<file path="src/rtl/sfr_pkg.sv">
package sfr_pkg;

  localparam int unsigned SFR_DW = 8;

  typedef struct packed {
    logic len8;
    logic two_stop;
    logic par_en;
    logic par_odd;
  } sfr_fmt_t;

  typedef enum logic [1:0] {
    ERR_NONE    = 2'd0,
    ERR_PARITY  = 2'd1,
    ERR_FRAME   = 2'd2,
    ERR_OVERRUN = 2'd3
  } sfr_err_t;

  // Parity bit value that satisfies the chosen rule over the active data bits.
  function automatic logic sfr_parity(input logic [SFR_DW-1:0] d,
                                      input logic len8,
                                      input logic odd);
    return (^{d[SFR_DW-1] & len8, d[SFR_DW-2:0]}) ^ odd;
  endfunction

endpackage

</file>
<file path="src/rtl/sfr_tick_gen.sv">
module sfr_tick_gen #(
  parameter int unsigned DIV_W = 16
) (
  input  logic             clk,
  input  logic             rst_n,
  input  logic             clr,
  input  logic [DIV_W-1:0] div,
  output logic             tick
);

  logic [DIV_W-1:0] cnt_q;

  assign tick = !clr && (cnt_q >= div);

  always_ff @(posedge clk or negedge rst_n) begin
    if (!rst_n) begin
      cnt_q <= '0;
    end else if (clr || (cnt_q >= div)) begin
      cnt_q <= '0;
    end else begin
      cnt_q <= cnt_q + 1'b1;
    end
  end

endmodule

</file>
<file path="src/rtl/sfr_tx.sv">
module sfr_tx
  import sfr_pkg::*;
#(
  parameter int unsigned DIV_W = 16,
  parameter int unsigned OSR   = 16
) (
  input  logic              clk,
  input  logic              rst_n,
  input  logic [DIV_W-1:0]  div,
  input  sfr_fmt_t          fmt,
  input  logic              en,
  input  logic [SFR_DW-1:0] data,
  input  logic              valid,
  output logic              ready,
  output logic              line,
  output logic              idle
);

  localparam int unsigned SUB_W = $clog2(OSR);
  localparam logic [SUB_W-1:0] SUB_LAST = SUB_W'(OSR - 1);

  typedef enum logic [2:0] {T_IDLE, T_START, T_DATA, T_PAR, T_STOP} tx_st_t;

  tx_st_t            st_q;
  logic [SUB_W-1:0]  sub_q;
  logic [2:0]        bitn_q;
  logic [SFR_DW-1:0] sh_q;
  logic              par_q;
  sfr_fmt_t          fmt_q;
  logic              line_q;
  logic              tick;
  logic              accept;
  logic [2:0]        last_data;

  assign ready     = en && (st_q == T_IDLE);
  assign accept    = valid && ready;
  assign idle      = (st_q == T_IDLE) && !valid;
  assign line      = line_q;
  assign last_data = fmt_q.len8 ? 3'd7 : 3'd6;

  sfr_tick_gen #(.DIV_W(DIV_W)) u_tick (
    .clk  (clk),
    .rst_n(rst_n),
    .clr  (accept),
    .div  (div),
    .tick (tick)
  );

  always_ff @(posedge clk or negedge rst_n) begin
    if (!rst_n) begin
      st_q   <= T_IDLE;
      sub_q  <= '0;
      bitn_q <= '0;
      sh_q   <= '0;
      par_q  <= 1'b0;
      fmt_q  <= '0;
      line_q <= 1'b1;
    end else if (accept) begin
      st_q   <= T_START;
      sub_q  <= '0;
      bitn_q <= '0;
      sh_q   <= data;
      par_q  <= sfr_parity(data, fmt.len8, fmt.par_odd);
      fmt_q  <= fmt;
      line_q <= 1'b0;
    end else if ((st_q != T_IDLE) && tick) begin
      sub_q <= (sub_q == SUB_LAST) ? '0 : sub_q + 1'b1;
      if (sub_q == SUB_LAST) begin
        case (st_q)
          T_START: begin
            st_q   <= T_DATA;
            bitn_q <= '0;
            line_q <= sh_q[0];
            sh_q   <= sh_q >> 1;
          end
          T_DATA: begin
            if (bitn_q == last_data) begin
              bitn_q <= '0;
              if (fmt_q.par_en) begin
                st_q   <= T_PAR;
                line_q <= par_q;
              end else begin
                st_q   <= T_STOP;
                line_q <= 1'b1;
              end
            end else begin
              bitn_q <= bitn_q + 1'b1;
              line_q <= sh_q[0];
              sh_q   <= sh_q >> 1;
            end
          end
          T_PAR: begin
            st_q   <= T_STOP;
            bitn_q <= '0;
            line_q <= 1'b1;
          end
          T_STOP: begin
            line_q <= 1'b1;
            if (fmt_q.two_stop && (bitn_q == 3'd0)) begin
              bitn_q <= 3'd1;
            end else begin
              st_q <= T_IDLE;
            end
          end
          default: st_q <= T_IDLE;
        endcase
      end
    end
  end

endmodule

</file>
<file path="src/rtl/sfr_rx.sv">
module sfr_rx
  import sfr_pkg::*;
#(
  parameter int unsigned DIV_W       = 16,
  parameter int unsigned OSR         = 16,
  parameter int unsigned SYNC_STAGES = 2
) (
  input  logic              clk,
  input  logic              rst_n,
  input  logic [DIV_W-1:0]  div,
  input  sfr_fmt_t          fmt,
  input  logic              en,
  input  logic              line,
  output logic              push,
  output logic [SFR_DW-1:0] push_data,
  output logic              push_par_err,
  output logic              push_frm_err
);

  localparam int unsigned SUB_W = $clog2(OSR);
  localparam logic [SUB_W-1:0] SUB_LAST = SUB_W'(OSR - 1);
  localparam logic [SUB_W-1:0] SUB_MID  = SUB_W'(OSR / 2 - 1);

  typedef enum logic [2:0] {R_IDLE, R_START, R_DATA, R_PAR, R_STOP} rx_st_t;

  logic [SYNC_STAGES-1:0] sync_q;
  logic                   cur;
  logic                   prev_q;
  rx_st_t                 st_q;
  logic [SUB_W-1:0]       sub_q;
  logic [2:0]             bitn_q;
  logic [SFR_DW-1:0]      sh_q;
  logic                   par_bit_q;
  sfr_fmt_t               fmt_q;
  logic                   tick;
  logic                   start_det;
  logic                   sample;
  logic [2:0]             last_data;

  for (genvar i = 0; i < SYNC_STAGES; i++) begin : g_sync
    if (i == 0) begin : g_first
      always_ff @(posedge clk or negedge rst_n) begin
        if (!rst_n) sync_q[0] <= 1'b1;
        else        sync_q[0] <= line;
      end
    end else begin : g_next
      always_ff @(posedge clk or negedge rst_n) begin
        if (!rst_n) sync_q[i] <= 1'b1;
        else        sync_q[i] <= sync_q[i-1];
      end
    end
  end

  assign cur       = sync_q[SYNC_STAGES-1];
  assign start_det = en && (st_q == R_IDLE) && prev_q && !cur;
  assign sample    = tick && (sub_q == SUB_MID);
  assign last_data = fmt_q.len8 ? 3'd7 : 3'd6;

  sfr_tick_gen #(.DIV_W(DIV_W)) u_tick (
    .clk  (clk),
    .rst_n(rst_n),
    .clr  (start_det),
    .div  (div),
    .tick (tick)
  );

  assign push         = en && sample && (st_q == R_STOP);
  assign push_data    = fmt_q.len8 ? sh_q : {1'b0, sh_q[SFR_DW-1:1]};
  assign push_par_err = fmt_q.par_en &&
                        (sfr_parity(push_data, fmt_q.len8, fmt_q.par_odd) != par_bit_q);
  assign push_frm_err = !cur;

  always_ff @(posedge clk or negedge rst_n) begin
    if (!rst_n) begin
      prev_q    <= 1'b1;
      st_q      <= R_IDLE;
      sub_q     <= '0;
      bitn_q    <= '0;
      sh_q      <= '0;
      par_bit_q <= 1'b0;
      fmt_q     <= '0;
    end else begin
      prev_q <= cur;
      if (!en) begin
        st_q <= R_IDLE;
      end else if (start_det) begin
        st_q   <= R_START;
        sub_q  <= '0;
        bitn_q <= '0;
        fmt_q  <= fmt;
      end else if ((st_q != R_IDLE) && tick) begin
        sub_q <= (sub_q == SUB_LAST) ? '0 : sub_q + 1'b1;
        if (sub_q == SUB_MID) begin
          case (st_q)
            R_START: st_q <= cur ? R_IDLE : R_DATA;
            R_DATA: begin
              sh_q <= {cur, sh_q[SFR_DW-1:1]};
              if (bitn_q == last_data) begin
                st_q <= fmt_q.par_en ? R_PAR : R_STOP;
              end else begin
                bitn_q <= bitn_q + 1'b1;
              end
            end
            R_PAR: begin
              par_bit_q <= cur;
              st_q      <= R_STOP;
            end
            R_STOP:  st_q <= R_IDLE;
            default: st_q <= R_IDLE;
          endcase
        end
      end
    end
  end

endmodule

</file>
<file path="src/rtl/sfr_rx_out.sv">
module sfr_rx_out
  import sfr_pkg::*;
(
  input  logic              clk,
  input  logic              rst_n,
  input  logic              push,
  input  logic [SFR_DW-1:0] push_data,
  input  logic              push_par_err,
  input  logic              push_frm_err,
  input  logic              ready,
  output logic              valid,
  output logic [SFR_DW-1:0] data,
  output logic              par_err,
  output logic              frm_err,
  output logic              ovr_err,
  output logic [1:0]        err_code
);

  logic     lost_q;
  logic     free;
  sfr_err_t code_d;

  assign free = !valid || ready;

  always_comb begin
    if (push_par_err)      code_d = ERR_PARITY;
    else if (push_frm_err) code_d = ERR_FRAME;
    else if (lost_q)       code_d = ERR_OVERRUN;
    else                   code_d = ERR_NONE;
  end

  always_ff @(posedge clk or negedge rst_n) begin
    if (!rst_n) begin
      valid    <= 1'b0;
      data     <= '0;
      par_err  <= 1'b0;
      frm_err  <= 1'b0;
      ovr_err  <= 1'b0;
      err_code <= ERR_NONE;
      lost_q   <= 1'b0;
    end else if (push && free) begin
      valid    <= 1'b1;
      data     <= push_data;
      par_err  <= push_par_err;
      frm_err  <= push_frm_err;
      ovr_err  <= lost_q;
      err_code <= code_d;
      lost_q   <= 1'b0;
    end else begin
      if (valid && ready) valid <= 1'b0;
      if (push) lost_q <= 1'b1;
    end
  end

endmodule

</file>
<file path="src/rtl/serial_framer.sv">
module serial_framer
  import sfr_pkg::*;
#(
  parameter int unsigned DIV_W       = 16,
  parameter int unsigned OSR         = 16,
  parameter int unsigned SYNC_STAGES = 2
) (
  input  logic             clk,
  input  logic             rst_n,
  input  logic [DIV_W-1:0] divisor,
  input  logic             cfg_len8,
  input  logic             cfg_two_stop,
  input  logic             cfg_par_en,
  input  logic             cfg_par_odd,
  input  logic             tx_en,
  input  logic [7:0]       tx_data,
  input  logic             tx_valid,
  output logic             tx_ready,
  output logic             txd,
  output logic             tx_idle,
  input  logic             rx_en,
  input  logic             rxd,
  output logic [7:0]       rx_data,
  output logic             rx_par_err,
  output logic             rx_frm_err,
  output logic             rx_ovr_err,
  output logic [1:0]       rx_err_code,
  output logic             rx_valid,
  input  logic             rx_ready
);

  sfr_fmt_t          fmt;
  logic              push;
  logic [SFR_DW-1:0] push_data;
  logic              push_par_err;
  logic              push_frm_err;

  assign fmt = '{len8: cfg_len8, two_stop: cfg_two_stop,
                 par_en: cfg_par_en, par_odd: cfg_par_odd};

  sfr_tx #(.DIV_W(DIV_W), .OSR(OSR)) u_tx (
    .clk  (clk),
    .rst_n(rst_n),
    .div  (divisor),
    .fmt  (fmt),
    .en   (tx_en),
    .data (tx_data),
    .valid(tx_valid),
    .ready(tx_ready),
    .line (txd),
    .idle (tx_idle)
  );

  sfr_rx #(.DIV_W(DIV_W), .OSR(OSR), .SYNC_STAGES(SYNC_STAGES)) u_rx (
    .clk         (clk),
    .rst_n       (rst_n),
    .div         (divisor),
    .fmt         (fmt),
    .en          (rx_en),
    .line        (rxd),
    .push        (push),
    .push_data   (push_data),
    .push_par_err(push_par_err),
    .push_frm_err(push_frm_err)
  );

  sfr_rx_out u_out (
    .clk         (clk),
    .rst_n       (rst_n),
    .push        (push),
    .push_data   (push_data),
    .push_par_err(push_par_err),
    .push_frm_err(push_frm_err),
    .ready       (rx_ready),
    .valid       (rx_valid),
    .data        (rx_data),
    .par_err     (rx_par_err),
    .frm_err     (rx_frm_err),
    .ovr_err     (rx_ovr_err),
    .err_code    (rx_err_code)
  );

endmodule

</file>
<file path="config.mk">
export PLATFORM = sky130hd
export DESIGN_NAME = serial_framer
export DESIGN_NICKNAME = d
export VERILOG_FILES = /design/src/rtl/sfr_pkg.sv /design/src/rtl/sfr_tick_gen.sv /design/src/rtl/sfr_tx.sv /design/src/rtl/sfr_rx.sv /design/src/rtl/sfr_rx_out.sv /design/src/rtl/serial_framer.sv
export SDC_FILE = /design/constraint.sdc
export NUM_CORES = 1
export LEC_CHECK = 0
export BUFFER_PORTS_ARGS = -buffer_cell sky130_fd_sc_hd__buf_2
export CAP_MARGIN = 20
export CORE_AREA = 2 2 120 122
export CTS_CLUSTER_SIZE = 30
export DETAILED_ROUTE_END_ITERATION = 10
export DIE_AREA = 0 0 122 124
export GPL_ROUTABILITY_DRIVEN = 0
export PLACE_DENSITY = 0.63
export SETUP_SLACK_MARGIN = 0.02
export SYNTH_ARGS = -nofsm -noshare
export SYNTH_HDL_FRONTEND = slang
export SYNTH_SLANG_ARGS = --single-unit
export TNS_END_PERCENT = 10
</file>
<file path="constraint.sdc">
create_clock -name clk -period 2.8 [get_ports clk]
set_clock_uncertainty 0.1 [all_clocks]
set_input_delay 0.56 -clock clk [delete_from_list [all_inputs] [get_ports clk]]
set_output_delay 0.56 -clock clk [all_outputs]
set_load 0.05 [all_outputs]
</file>
---- Yosys cells after proc, flatten, opt, wreduce, memory -nomap -nowiden ----
Cells that the tools add are included.
operators by class
  muxes and demuxes ....................... 55
  divide/modulo/power cells ............... 0
  $add $sub $neg .......................... 6
  reduce and logical (&&, ||, !) cells .... 54
  shifts and indexed selects .............. 0
  eq/ne operators ......................... 22
  magnitude comparators ................... 2
  bitwise operators ....................... 5
  multiply operators ...................... 0
operators by type and width
  operator                                                                count
  3-bit two-way mux                                                       22
  8-bit two-way mux                                                       5
  16-bit by 1-bit adder with 16-bit output (second input constant)        2
  16-bit greater-or-equal comparator                                      2
  16-bit two-way mux                                                      2
  4-bit two-way mux                                                       6
  3-bit one-hot mux with 3 select lines                                   2
  1-bit logical AND                                                       17
  8-bit one-hot mux with 2 select lines                                   1
  8-bit parity                                                            2
  5-bit AND reduction                                                     3
  2-bit nonzero test                                                      7
  3-bit by 2-bit equality test with 1-bit output (second input constant)  4
  3-bit one-hot mux with 4 select lines                                   1
  4-bit AND reduction                                                     3
  1-bit two-way mux                                                       11
  3-bit logical NOT                                                       3
  3-bit nonzero test                                                      3
  4-bit by 1-bit adder with 4-bit output (second input constant)          2
  4-bit equality test (second input constant)                             2
  2-bit two-way mux                                                       4
  4-bit nonzero test                                                      2
  3-bit by 1-bit adder with 3-bit output (second input constant)          2
  3-bit by 1-bit equality test with 1-bit output (second input constant)  2
  other kinds (18)                                                        34
word-level totals
  latch bits .............................. 0
  register bits after elaboration ......... 95
  memories ................................ 0
  bits in read-only memories .............. 0
  memory bits (writable) .................. 0
  bits of input ports ..................... 35

---- Depth between registers and ports, before layout ----
Gate-level depths: netlist (run 1).
  word-level depth ........................ 11
  mapped depth ............................ 10
  gate-level depth less buffers ........... 8

---- Cells and area by module ----
Synthesis (run 1) repeated with hierarchy kept, for this count alone.
unflattened totals
  cells, all modules ...................... 562
  area, all modules ....................... 5855.6 µm²
by module, submodules not included
  module                      area each (µm²)  instances  cells each  seq. area each (µm²)
  sfr_tx                      1403.8           1          143         576.8
  sfr_rx                      1386.3           1          123         629.4
  sfr_tick_gen (u_rx.u_tick)  1263.7           1          133         400.4
  sfr_tick_gen (u_tx.u_tick)  1184.9           1          125         400.4
  sfr_rx_out                  616.8            1          38          375.4

---- Worst setup path before layout (run 1) ----
OpenSTA, ideal clock, no wires.
  kind .................................... input port to flip-flop
  start point ............................. input divisor[13]
  end point ............................... register u_out.data[1]
  slack ................................... 28 ps
  path buffers ............................ 2
  stages .................................. 10
  arrival time ............................ 2547 ps
  setup time .............................. 125 ps
  path through ............................ inv_1 ha_1 nand4_2 nor3_2 a32oi_1 and2_4 or4_4 buf_6 buf_8 mux2_4
between the ends
  longest elaborated chain between the ends .. 6
RTL lines
  what                                line                 source
  from (decl)                         serial_framer.sv:10  input logic [DIV_W-1:0] divisor,
  16-bit greater-or-equal comparator  sfr_tick_gen.sv:13   assign tick = !clr && (cnt_q >= div);
  1-bit logical AND                   sfr_tick_gen.sv:13
  1-bit logical AND                   sfr_rx.sv:56         assign sample = tick && (sub_q == SUB_MID);
  1-bit logical AND (2 in series)     sfr_rx.sv:67         assign push = en && sample && (st_q == R_STOP);
  1-bit logical AND                   sfr_rx_out.sv:41     end else if (push && free) begin
  to (signal assigned)                sfr_rx_out.sv:43     data <= push_data;
  to (decl)                           sfr_rx_out.sv:12     output logic [SFR_DW-1:0] data,
No other way between the ends.
A chain may end at the register's enable or synchronous reset.

---- Worst setup path in the final report (run 1) ----
  start point ............................. register u_rx.u_tick.cnt_q[0]
  end point ............................... register u_out.err_code[1]
between the ends
  longest elaborated chain between the ends .. 6
RTL lines
  what                                line                source
  from (decl)                         sfr_tick_gen.sv:11  logic [DIV_W-1:0] cnt_q;
  from (signal assigned)              sfr_tick_gen.sv:21  cnt_q <= cnt_q + 1'b1;
  16-bit greater-or-equal comparator  sfr_tick_gen.sv:13
  1-bit logical AND                   sfr_tick_gen.sv:13
  1-bit logical AND                   sfr_rx.sv:56
  1-bit logical AND (2 in series)     sfr_rx.sv:67
  1-bit logical AND                   sfr_rx_out.sv:41
  to (signal assigned)                sfr_rx_out.sv:47    err_code <= code_d;
  to (decl)                           sfr_rx_out.sv:16    output logic [1:0] err_code
No other way between the ends.

==> reports/qor.txt, run 1 <==
endpoint class of the critical path = flop
Post-Syn Instances = 565
Clock H-tree levels = 3
synth unique cells = 58
share of the synthesized area in the top cell type = 41.0%
Net Count, Synth = 639
Synth Area in Adders = 8.78%
# clock sinks = 95
combinational power share = 21.1%
Maximum Capacitance Violations = 0
post-synthesis xor/xnor area fraction = 7.25%
fin crit share = 93.4%
die area = 0.0151 mm^2
sequential power share = 47.2%
CP arrival = 2.75 ns
Power per Cell Area = 568 mW/mm^2
CP cell instances = inv_1 > ha_1 > nand2b_1 > a2111o_1 > a32oi_1 > and2_4 > or4_4 > mux2_2
Die W = 122 um
PortBufs = 51
IO Count = 52
most common cell after layout, fill and taps aside = dfrtp_1
largest family of logic cells by synthesized area = simple AND/OR/NAND/NOR gates
Worst-Margin Slew = 0.635 ns
Starting Density = 40.5%
placed cell count = 806
clock tree buffer depth = 2
Worst-path clk slew = 0.07 ns
unrepaired setup endpoints after global routing = no
P_leak = 3.23 nW
Max IR drop VDD = 0.328 mV
layout cells sized above 1 = 21.7%
clock latency on the worst-skew pair = 0.35 ns
DRT Pass-1 Iters = 4
biggest area consumer among synthesized cells = dfrtp_1
crit path buf inv count = 1
Via-to-Cell Ratio = 5.27
drt wl/cell = 14.6 um
Rows = 43
number of synthesized flops with an enable pin = 0
CTS Hold Buffers Added = 0
CP startpoint kind = flop
CTS root buffer = clkbuf_16
Post-Route WL = 12,000 um
Critical Path Max Stage Delay = 0.43 ns
register area share after synthesis = 42.9%
Final Max Slew Viols = 0
Mapped Area = 0.00556 mm^2
number of DRC markers in iteration 0 = 318
largest net degree at the start of global routing = 43
min Tclk post-route = 2.61 ns
post-layout net count = 711
die height = 124 um
Num CTS Buffers = 9
CP Class = reg -> reg
Switching Share = 31.3%
Int Pwr = 2.53 mW
reg-to-reg startpoint = u_rx.u_tick.cnt_q[0]
Crit-path slowest cell = dfrtp_1
clock network fraction of total power = 31.7%
vias in the first global route = 4,402
Detail Placement HPWL = 8830 um
DR vias = 4,329
dominant synthesized flop cell = dfrtp_1
gr ovfl total = 0
worst endpoint required time = 2.94 ns
fill count = 1,311
P_sw = 1.16 mW
area share of and/or/nand/nor cells after synthesis = 17.7%
CTS tree = done
Hold Path Class = in -> async
Max-Slew Margin vs Limit = 57.7%
Core Box Area = 0.0137 mm^2
worst setup path startpoint = u_rx.u_tick.cnt_q[0]
placed cell area = 0.00621 mm^2
Final ANT Viol Nets = 0
most frequent cells in the layout = dfrtp_1, nor2_1, buf_2
post-synthesis register bit count = 95
post-synthesis compound-gate area fraction = 11.1%
first-pass GRT wire length = 20,400 um
# DRC = 0
dominant cells by area after synthesis = dfrtp_1, ha_1, mux2_2
fin cells = 822
area delta synth->final = 16.9%
Max FO, Critical Path = 11
Mapped Avg Cell Area = 9.83 um^2
initial antenna violation count = 0
Antenna Cells = 0
mux cell area share after synthesis = 8.06%
Final setup viols = 0
FMAX = 382 MHz
All-Layer GR Usage = 17.0%
Async SR Flop Fraction = 100%
Synthesis Warnings = 0
status = complete, no violations
family with the most delay on the worst path = compound AO/OA/AOI/OAI gates
fin area = 0.00649 mm^2
Final Hold Fails = 0
==> flip-flops by register name (all words and copies together) (netlist names), 2 cells and up <==
signal	count
u_rx.fmt_q	3
u_tx.u_tick.cnt_q	16
u_tx.bitn_q	3
u_rx.st_q	3
u_tx.st_q	3
u_out.data	8
u_rx.u_tick.cnt_q	16
u_out.err_code	2
u_rx.bitn_q	3
u_tx.sh_q	8
u_rx.sh_q	8
u_rx.sub_q	4
u_tx.sub_q	4
u_tx.fmt_q	3
==> cells in the mapped netlist, types with 3 or more instances <==
master,n
a31oi_1,5
and3_1,15
or3_1,4
nand2b_1,7
dfstp_2,4
mux2_2,22
nand4_1,12
a21o_1,3
nor3_1,6
nor2b_1,6
clkbuf_1,19
o21ai_0,29
a21oi_1,29
o211ai_1,3
xnor2_1,25
nor4b_1,7
ha_1,39
mux2_4,6
xor2_1,21
a32o_1,4
dfrtp_1,91
nand2_1,43
inv_1,33
a2111oi_0,3
o21a_1,3
and4_1,3
mux2i_1,11
nor2_1,50
nand3_1,26
==> per-layer routing <==
| layer | share of wire, % | track usage [%] |
|---|---|---|
| met3 | 4.0 | 2.93 |
| met1 | 46 | 21.2 |
| met4 | 1.7 | 7.11 |
| met5 | 0 | 0 |
| met2 | 49 | 29.0 |
==> cells by family after synthesis <==
| kind of cell | Yosys count |
|---|---|
| xor gates and xnor gates | 46 |
| DFF | 95 |
| muxes | 39 |
| buffers and inverters | 56 |
| and+or+nand+nor | 192 |
| AOI/OAI and AO/OA | 98 |
| adders and majority gates | 39 |
==> layout make-up <==
cell class | instances | area (um^2) | area share (%)
well taps | 180 | 225 | 3.47
inverters | 33 | 124 | 1.91
repair buffers | 84 | 531 | 8.17
clock inverters | 5 | 41.3 | 0.636
multi-input cells | 414 | 2960 | 45.5
flip-flops and latches | 95 | 2380 | 36.7
clock buffers | 11 | 233 | 3.58
==> per-stage QoR <==
| step | hold slack, ns | total power, mW | setup TNS, ns | setup slack, ns | util (%) |
|---|---|---|---|---|---|
| floorplan | 0.164 | 2.26 | 0 | 0.0282 | - |
| global placement | 0.245 | 2.49 | -8.88 | -0.319 | 45.2 |
| detailed placement | 0.247 | 2.53 | -10.23 | -0.308 | 45.2 |
| CTS | 0.0981 | 3.73 | 0 | 0.0356 | 47.2 |
| global route | 0.126 | 3.93 | 0 | 0.0570 | 47.3 |
| finish | 0.0812 | 3.69 | 0 | 0.185 | 47.3 |
==> power by group through the flow <==
| stage | logic, mW | clock network (mW) | registers, mW |
|---|---|---|---|
| final | 0.778 | 1.17 | 1.74 |
| after global routing | 0.901 | 1.26 | 1.77 |
| after CTS | 0.782 | 1.21 | 1.74 |
| after detailed placement | 0.771 | 0 | 1.76 |
| after global placement | 0.736 | 0 | 1.76 |
| after floorplan | 0.564 | 0 | 1.70 |
==> path summary, 6_finish.rpt <==
path                                    endpoint  slack, ns  cells after the start
hold reg to reg                         u_rx.cur       0.26                      0
hold / removal             u_tx.u_tick.cnt_q[12]       0.08                      1
min in group clk                  u_rx.sync_q[0]       0.20                      1
setup / recovery               u_out.err_code[1]       0.19                      8
max in group asynchronous               u_rx.cur       1.84                      2
setup reg to reg               u_out.err_code[1]       0.19                      8
==> timing repair <==
action	4_1_cts	5_1_grt
setup endpoints to repair	0	48
hold endpoints to repair	0	0
setup buffers	0	0
gates resized for setup	0	5
(Power assumes the default switching activity.)
==> run 2: changes to the inputs <==
Settings changed: CORE_AREA 2 2 120 122 to 2 2 154 96, DIE_AREA 0 0 122 124 to 0 0 156 98.
==> run 2 against run 1 <==
- die area rose by 1.1%
- utilization fell by 0.99 points
- sequential power barely moved
- final cell count did not move
- largest cell class unchanged
- critical endpoint is now tx_ready
- maximum frequency rose by 0.49%
==> reports/qor.txt, run 2 (synthesis gave the netlist of run 1 again) <==
unrepaired setup endpoints after global routing = no
worst slack, placed = -0.180 ns (+0.128 ns)
fill count = 1,289 (-1.7%)
Crit-path slowest cell = nor3_1
CP startpoint kind = flop
DRT Pass-1 Iters = 5 (+1)
Rows = 34 (-21%)
Num CTS Buffers = 9 (unchanged)
post-layout net count = 711 (unchanged)
PortBufs = 51 (unchanged)
PnR worst setup slack = 0.198 ns (+0.0129 ns)
Max IR drop VDD = 0.287 mV (-12%)
gr ovfl total = 0 (unchanged)
Worst-path clk slew = 0.07 ns (about the same)
Critical Path Max Stage Delay = 0.62 ns (+0.19 ns)
All-Layer GR Usage = 17.4% (+0.47 points)
worst reg2reg path depth = 8 (unchanged)
Hold Path Class = in -> async
IO Count = 52 (unchanged)
Via-to-Cell Ratio = 5.29 (+0.53%)
endpoint class of the critical path = output pin
crit path buf inv count = 1 (unchanged)
Pwr Total = 3.72 mW (+0.74%)
Worst-Margin Slew = 0.709 ns (+0.0737 ns)
status = complete, no violations
layout cells sized above 1 = 21.5% (-0.16 points)
CTS tree = done
fin area = 0.00649 mm^2 (-0.12%)
die height = 98 um (-21%)
most common cell after layout, fill and taps aside = dfrtp_1
fin crit share = 92.9% (-0.46 points)
min Tclk post-route = 2.60 ns (-0.0129 ns)
fin cells = 822 (unchanged)
FMAX = 384 MHz (+0.49%)
Core Box Area = 0.0140 mm^2 (+2.0%)
Detail Placement HPWL = 9350 um (+5.9%)
Power per Cell Area = 573 mW/mm^2 (+0.85%)
CP arrival = 1.94 ns (-0.81 ns)
Post-Route WL = 12,600 um (+5.5%)
Top Registers = u_rx.u_tick.cnt_q x16, u_tx.u_tick.cnt_q x16
placed cell area = 0.00619 mm^2 (-0.20%)
worst endpoint required time = 2.14 ns (-0.80 ns)
Max-Slew Margin vs Limit = 52.4% (-5.3 points)
CTS Hold Buffers Added = 0 (unchanged)
Crit path depth = 3 (-5)
CTS root buffer = clkbuf_16
largest net degree at the start of global routing = 37 (-14%)
first-pass GRT wire length = 21,500 um (+5.7%)
Final Hold Fails = 0 (unchanged)
family with the most delay on the worst path = simple AND/OR/NAND/NOR gates
drt wl/cell = 15.4 um (+5.5%)
clock latency on the worst-skew pair = 0.34 ns (about the same)
# DRC = 0 (unchanged)
vias in the first global route = 4,338 (-1.5%)
Max FO, Critical Path = 8 (-3)
DR vias = 4,352 (+0.53%)
setup_tns = 0 ns (unchanged)
clock tree buffer depth = 2 (unchanged)
initial antenna violation count = 0 (unchanged)
CP Class = reg -> out
die area = 0.0153 mm^2 (+1.1%)
Clock H-tree levels = 3 (unchanged)
placed cell count = 806 (unchanged)
P_leak = 3.24 nW (about the same)
area delta synth->final = 16.7%
number of DRC markers in iteration 0 = 253 (-20%)
Antenna Cells = 0 (unchanged)
Maximum Capacitance Violations = 0 (unchanged)
Die W = 156 um (+28%)
Final ANT Viol Nets = 0 (unchanged)
Starting Density = 39.7% (-0.80 points)
CP cell instances = nor3_1 > and2_1 > buf_2
Final setup viols = 0 (unchanged)
most frequent cells in the layout = dfrtp_1, nor2_1, buf_2
Final Max Slew Viols = 0 (unchanged)
# clock sinks = 95 (unchanged)
-- run 2: layer usage --
metal / part of all wire, % / up-vias / GRT usage (%)
met3: 3.9 / 10 / 3.60
met1: 53 / 2116 / 25.8
met2: 43 / 81 / 26.7
met5: 0 / - / 0
met4: 0.50 / 0 / 3.03
li1: - / 2145 / -
-- run 2: final timing paths --
kind | start | to | slack [ns]
setup / recovery | u_tx.st_q[0] | tx_ready | 0.20
hold / removal | rst_n | u_tx.u_tick.cnt_q[14] | 0.07
setup reg to reg | u_rx.u_tick.cnt_q[13] | u_rx.sh_q[3] | 0.23
hold reg to reg | u_rx.sync_q[0] | u_rx.cur | 0.26
max in group asynchronous | rst_n | u_rx.cur | 1.77
min in group clk | rxd | u_rx.sync_q[0] | 0.21
-- run 2: through the flow --
step / util, % / hold WS (ns)
2_1_floorplan: - / 0.164
4_1_cts: 46.3 / 0.0939
5_1_grt: 46.3 / 0.107
6_report: 46.3 / 0.0735
3_5_place_dp: 44.3 / 0.249
3_3_place_gp: 44.3 / 0.246
-- run 2: cell type report --
class | count | area (um^2) | share of cell area, %
Sequential cell | 95 | 2380 | 36.7
Multi-Input combinational cell | 414 | 2950 | 45.5
Inverter | 33 | 124 | 1.91
Clock buffer | 10 | 229 | 3.53
Clock inverter | 6 | 56.3 | 0.868
Tap cell | 180 | 225 | 3.47
Timing Repair Buffer | 84 | 518 | 7.99
-- run 2: repair_timing --
action                                  in CTS  in global routing
gates resized for setup                      0                  2
setup buffers                                0                  0
endpoints found under the setup margin       0                 25
-- run 2: power breakdown --
group,internal [mW],switching (mW)
clock network,0.619,0.571
registers,1.55,0.199
logic,0.370,0.410
==> run 3: changes to the inputs <==
Settings changed: ABC_AREA set to 1, CORE_AREA 2 2 154 96 to 2 2 131 82, DIE_AREA 0 0 156 98 to 0 0 133 84, PLACE_DENSITY 0.63 to 0.84.
==> run 3 against run 2 <==
- sequential share of layout area fell by 0.31 points
- register-to-register slack improved by 0.22 ns
- via count rose by 15%
- utilization rose by 18 points
- total power rose by 17%
- combinational power rose by 55%
- routed wire length fell by 0.65%
- critical path depth rose by 9
- critical path type is now reg -> reg
- largest power group unchanged
- highest routed layer unchanged
==> reports/qor.txt, run 3 <==
area share of and/or/nand/nor cells after synthesis = 33.9% (+16 points)
PortBufs = 51 (unchanged)
family with the most delay on the worst path = simple AND/OR/NAND/NOR gates
die height = 84 um (-14%)
number of synthesized flops with an enable pin = 0 (unchanged)
Max FO, Critical Path = 20 (+12)
Critical Path Max Stage Delay = 0.44 ns (-0.18 ns)
CP cell instances = ha_1 > nand2_1 > inv_2 > nand3_1 > nor3_2 > nand2_1 > nand3_2 > nand2_4 > nand2_2 > nand3_2 > nand2_1 > nand2_1
Top Registers = u_rx.u_tick.cnt_q x16, u_tx.u_tick.cnt_q x16
Final Hold Fails = 0 (unchanged)
layout cells sized above 1 = 14.9% (-6.6 points)
DRT Pass-1 Iters = 5 (unchanged)
largest family of logic cells by synthesized area = simple AND/OR/NAND/NOR gates
sequential power share = 41.2% (-5.8 points)
CP arrival = 2.48 ns (+0.54 ns)
Multi-input gate area = 0.00303 mm^2 (+2.7%)
Net Count, Synth = 829 (+30%)
vias in the first global route = 4,717 (+8.7%)
mux cell area share after synthesis = 0% (-8.1 points)
P_leak = 3.44 nW (+6.3%)
Final setup viols = 0 (unchanged)
clock latency on the worst-skew pair = 0.34 ns (about the same)
Async SR Flop Fraction = 100% (unchanged)
CTS root buffer = clkbuf_16
post-layout net count = 880 (+24%)
most common cell in the netlist = nand2_1
Power per Cell Area = 664 mW/mm^2 (+16%)
CP Class = reg -> reg
Int Pwr = 2.78 mW (+9.6%)
Maximum Capacitance Violations = 0 (unchanged)
crit path buf inv count = 1 (unchanged)
setup_tns = 0 ns (unchanged)
initial antenna violation count = 0 (unchanged)
synth unique cells = 37 (-36%)
Synthesis Warnings = 0 (unchanged)
Detail Placement HPWL = 9210 um (-1.5%)
Max IR drop VDD = 0.604 mV (+110%)
endpoint class of the critical path = flop
register area share after synthesis = 40.7% (-2.1 points)
hold slack = 0.0675 ns (-0.00598 ns)
area delta synth->final = 11.8%
Antenna Cells = 0 (unchanged)
most common cell after layout, fill and taps aside = nand2_1
CP startpoint kind = flop
Via-to-Cell Ratio = 5.29 (about the same)
fill count = 905 (-30%)
worst slack, placed = 0.256 ns (+0.435 ns)
clock network fraction of total power = 31.1% (-0.9 points)
number of DRC markers in iteration 0 = 430 (+70%)
Worst-Margin Slew = 0.662 ns (-0.0467 ns)
Core Box Area = 0.0101 mm^2 (-28%)
most frequent cells in the layout = nand2_1, dfrtp_1, inv_1
Register Area = 0.00238 mm^2 (unchanged)
worst endpoint required time = 2.93 ns (+0.79 ns)
share of the synthesized area in the top cell type = 38.9% (-2.1 points)
Post-Syn Instances = 755 (+34%)
FMAX = 425 MHz (+11%)
Starting Density = 57.8% (+18 points)
Mapped Avg Cell Area = 7.75 um^2 (-21%)
fin crit share = 84.0% (-8.9 points)
dominant cells by area after synthesis = dfrtp_1, nand2_1, ha_1
Crit-path slowest cell = dfrtp_1
Mapped Area = 0.00585 mm^2 (+5.3%)
IO Count = 52 (unchanged)
CTS Hold Buffers Added = 0 (unchanged)
# clock sinks = 95 (unchanged)
Max-Slew Margin vs Limit = 55.6% (+3.2 points)
Synth Area in Adders = 8.34% (-0.44 points)
P_sw = 1.56 mW (+33%)
post-synthesis xor/xnor area fraction = 3.29% (-4.0 points)
Switching Share = 36.0% (+4.3 points)
setup bufs post-CTS = 0 (unchanged)
status = complete, no violations
most frequent CP cell = nand2_1
drt wl/cell = 13.2 um (-14%)
CTS tree = done
Rows = 29 (-15%)
gr ovfl total = 0 (unchanged)
Num CTS Buffers = 9 (unchanged)
clock tree buffer depth = 2 (unchanged)
Final Max Slew Viols = 0 (unchanged)
Pwr Total = 4.35 mW (+17%)
Clock H-tree levels = 3 (unchanged)
die area = 0.0112 mm^2 (-27%)
first-pass GRT wire length = 22,100 um (+2.4%)
PnR worst setup slack = 0.447 ns (+0.249 ns)
Resized Gates After CTS = 0 (unchanged)
# DRC = 0 (unchanged)
Final ANT Viol Nets = 0 (unchanged)
Die W = 133 um (-15%)
min Tclk post-route = 2.35 ns (-0.249 ns)
Post-Route WL = 12,500 um (-0.65%)
largest net degree at the start of global routing = 42 (+14%)
biggest area consumer among synthesized cells = dfrtp_1
Hold Path Class = in -> async
All-Layer GR Usage = 24.2% (+6.8 points)
DR vias = 5,026 (+15%)
combinational power share = 27.8% (+6.8 points)
Worst-path clk slew = 0.07 ns (about the same)
post-synthesis register bit count = 95 (unchanged)
dominant synthesized flop cell = dfrtp_1
top cells by count, synth = nand2_1, dfrtp_1, inv_1
post-synthesis compound-gate area fraction = 6.25% (-4.9 points)
unrepaired setup endpoints after global routing = no
run 3: changes by cell type in the layout (fill, tap and decap cells not counted), moves of 15 or more:
cell | previous run | this run
nand2_1 | 43 | 226
inv_1 | 33 | 83
buf_4 | 33 | 4
and3_1 | 15 | 0
mux2_2 | 22 | 0
nand3_1 | 26 | 54
o21ai_1 | 0 | 17
run 3: per-layer routing:
| metal | up-vias | part of all wire [%] | GRT usage [%] |
|---|---|---|---|
| met5 | - | 0 | 0 |
| met4 | 0 | 0.78 | 5.18 |
| met3 | 13 | 4.8 | 4.19 |
| met2 | 129 | 41 | 34.2 |
| met1 | 2318 | 54 | 38.5 |
| li1 | 2566 | - | - |
run 3: worst paths after layout:
path | from | endpoint | slack [ns] | cells past startpoint
setup / recovery | u_tx.u_tick.cnt_q[11] | u_tx.sh_q[0] | 0.45 | 12
hold / removal | rst_n | u_tx.u_tick.cnt_q[3] | 0.07 | 1
setup reg to reg | u_tx.u_tick.cnt_q[11] | u_tx.sh_q[0] | 0.45 | 12
hold reg to reg | u_rx.sync_q[0] | u_rx.cur | 0.26 | 0
max in group asynchronous | rst_n | u_rx.sync_q[0] | 1.81 | 2
min in group clk | rxd | u_rx.sync_q[0] | 0.21 | 1
run 3: cell type report:
cell class,instances,area share [%]
multi-input cells,558,46.3
flip-flops and latches,95,36.4
inverters,87,4.99
repair buffers,55,4.59
clock buffers,9,3.44
well taps,139,2.66
clock inverters,7,1.57
run 3: cell families after synthesis:
family / after synthesis
fa+ha+maj: 39
flops: 95
compound gates: 68
buf+inv: 102
xor+xnor: 22
simple gates: 429
run 3: through the flow:
step	std cells	area, um^2	util, %
final	950	6540	64.6
after detailed placement	934	6210	61.4
after CTS	950	6540	64.6
after global routing	950	6540	64.6
after floorplan	755	5850	-
after global placement	934	6210	61.4
run 3: power by group through the flow:
stage	Sequential (mW)	Combinational [mW]	Clock, mW
CTS	1.78	1.20	1.37
finish	1.79	1.21	1.35
floorplan	1.74	0.982	0
global placement	1.80	1.15	0
detailed placement	1.79	1.20	0
global route	1.82	1.39	1.42
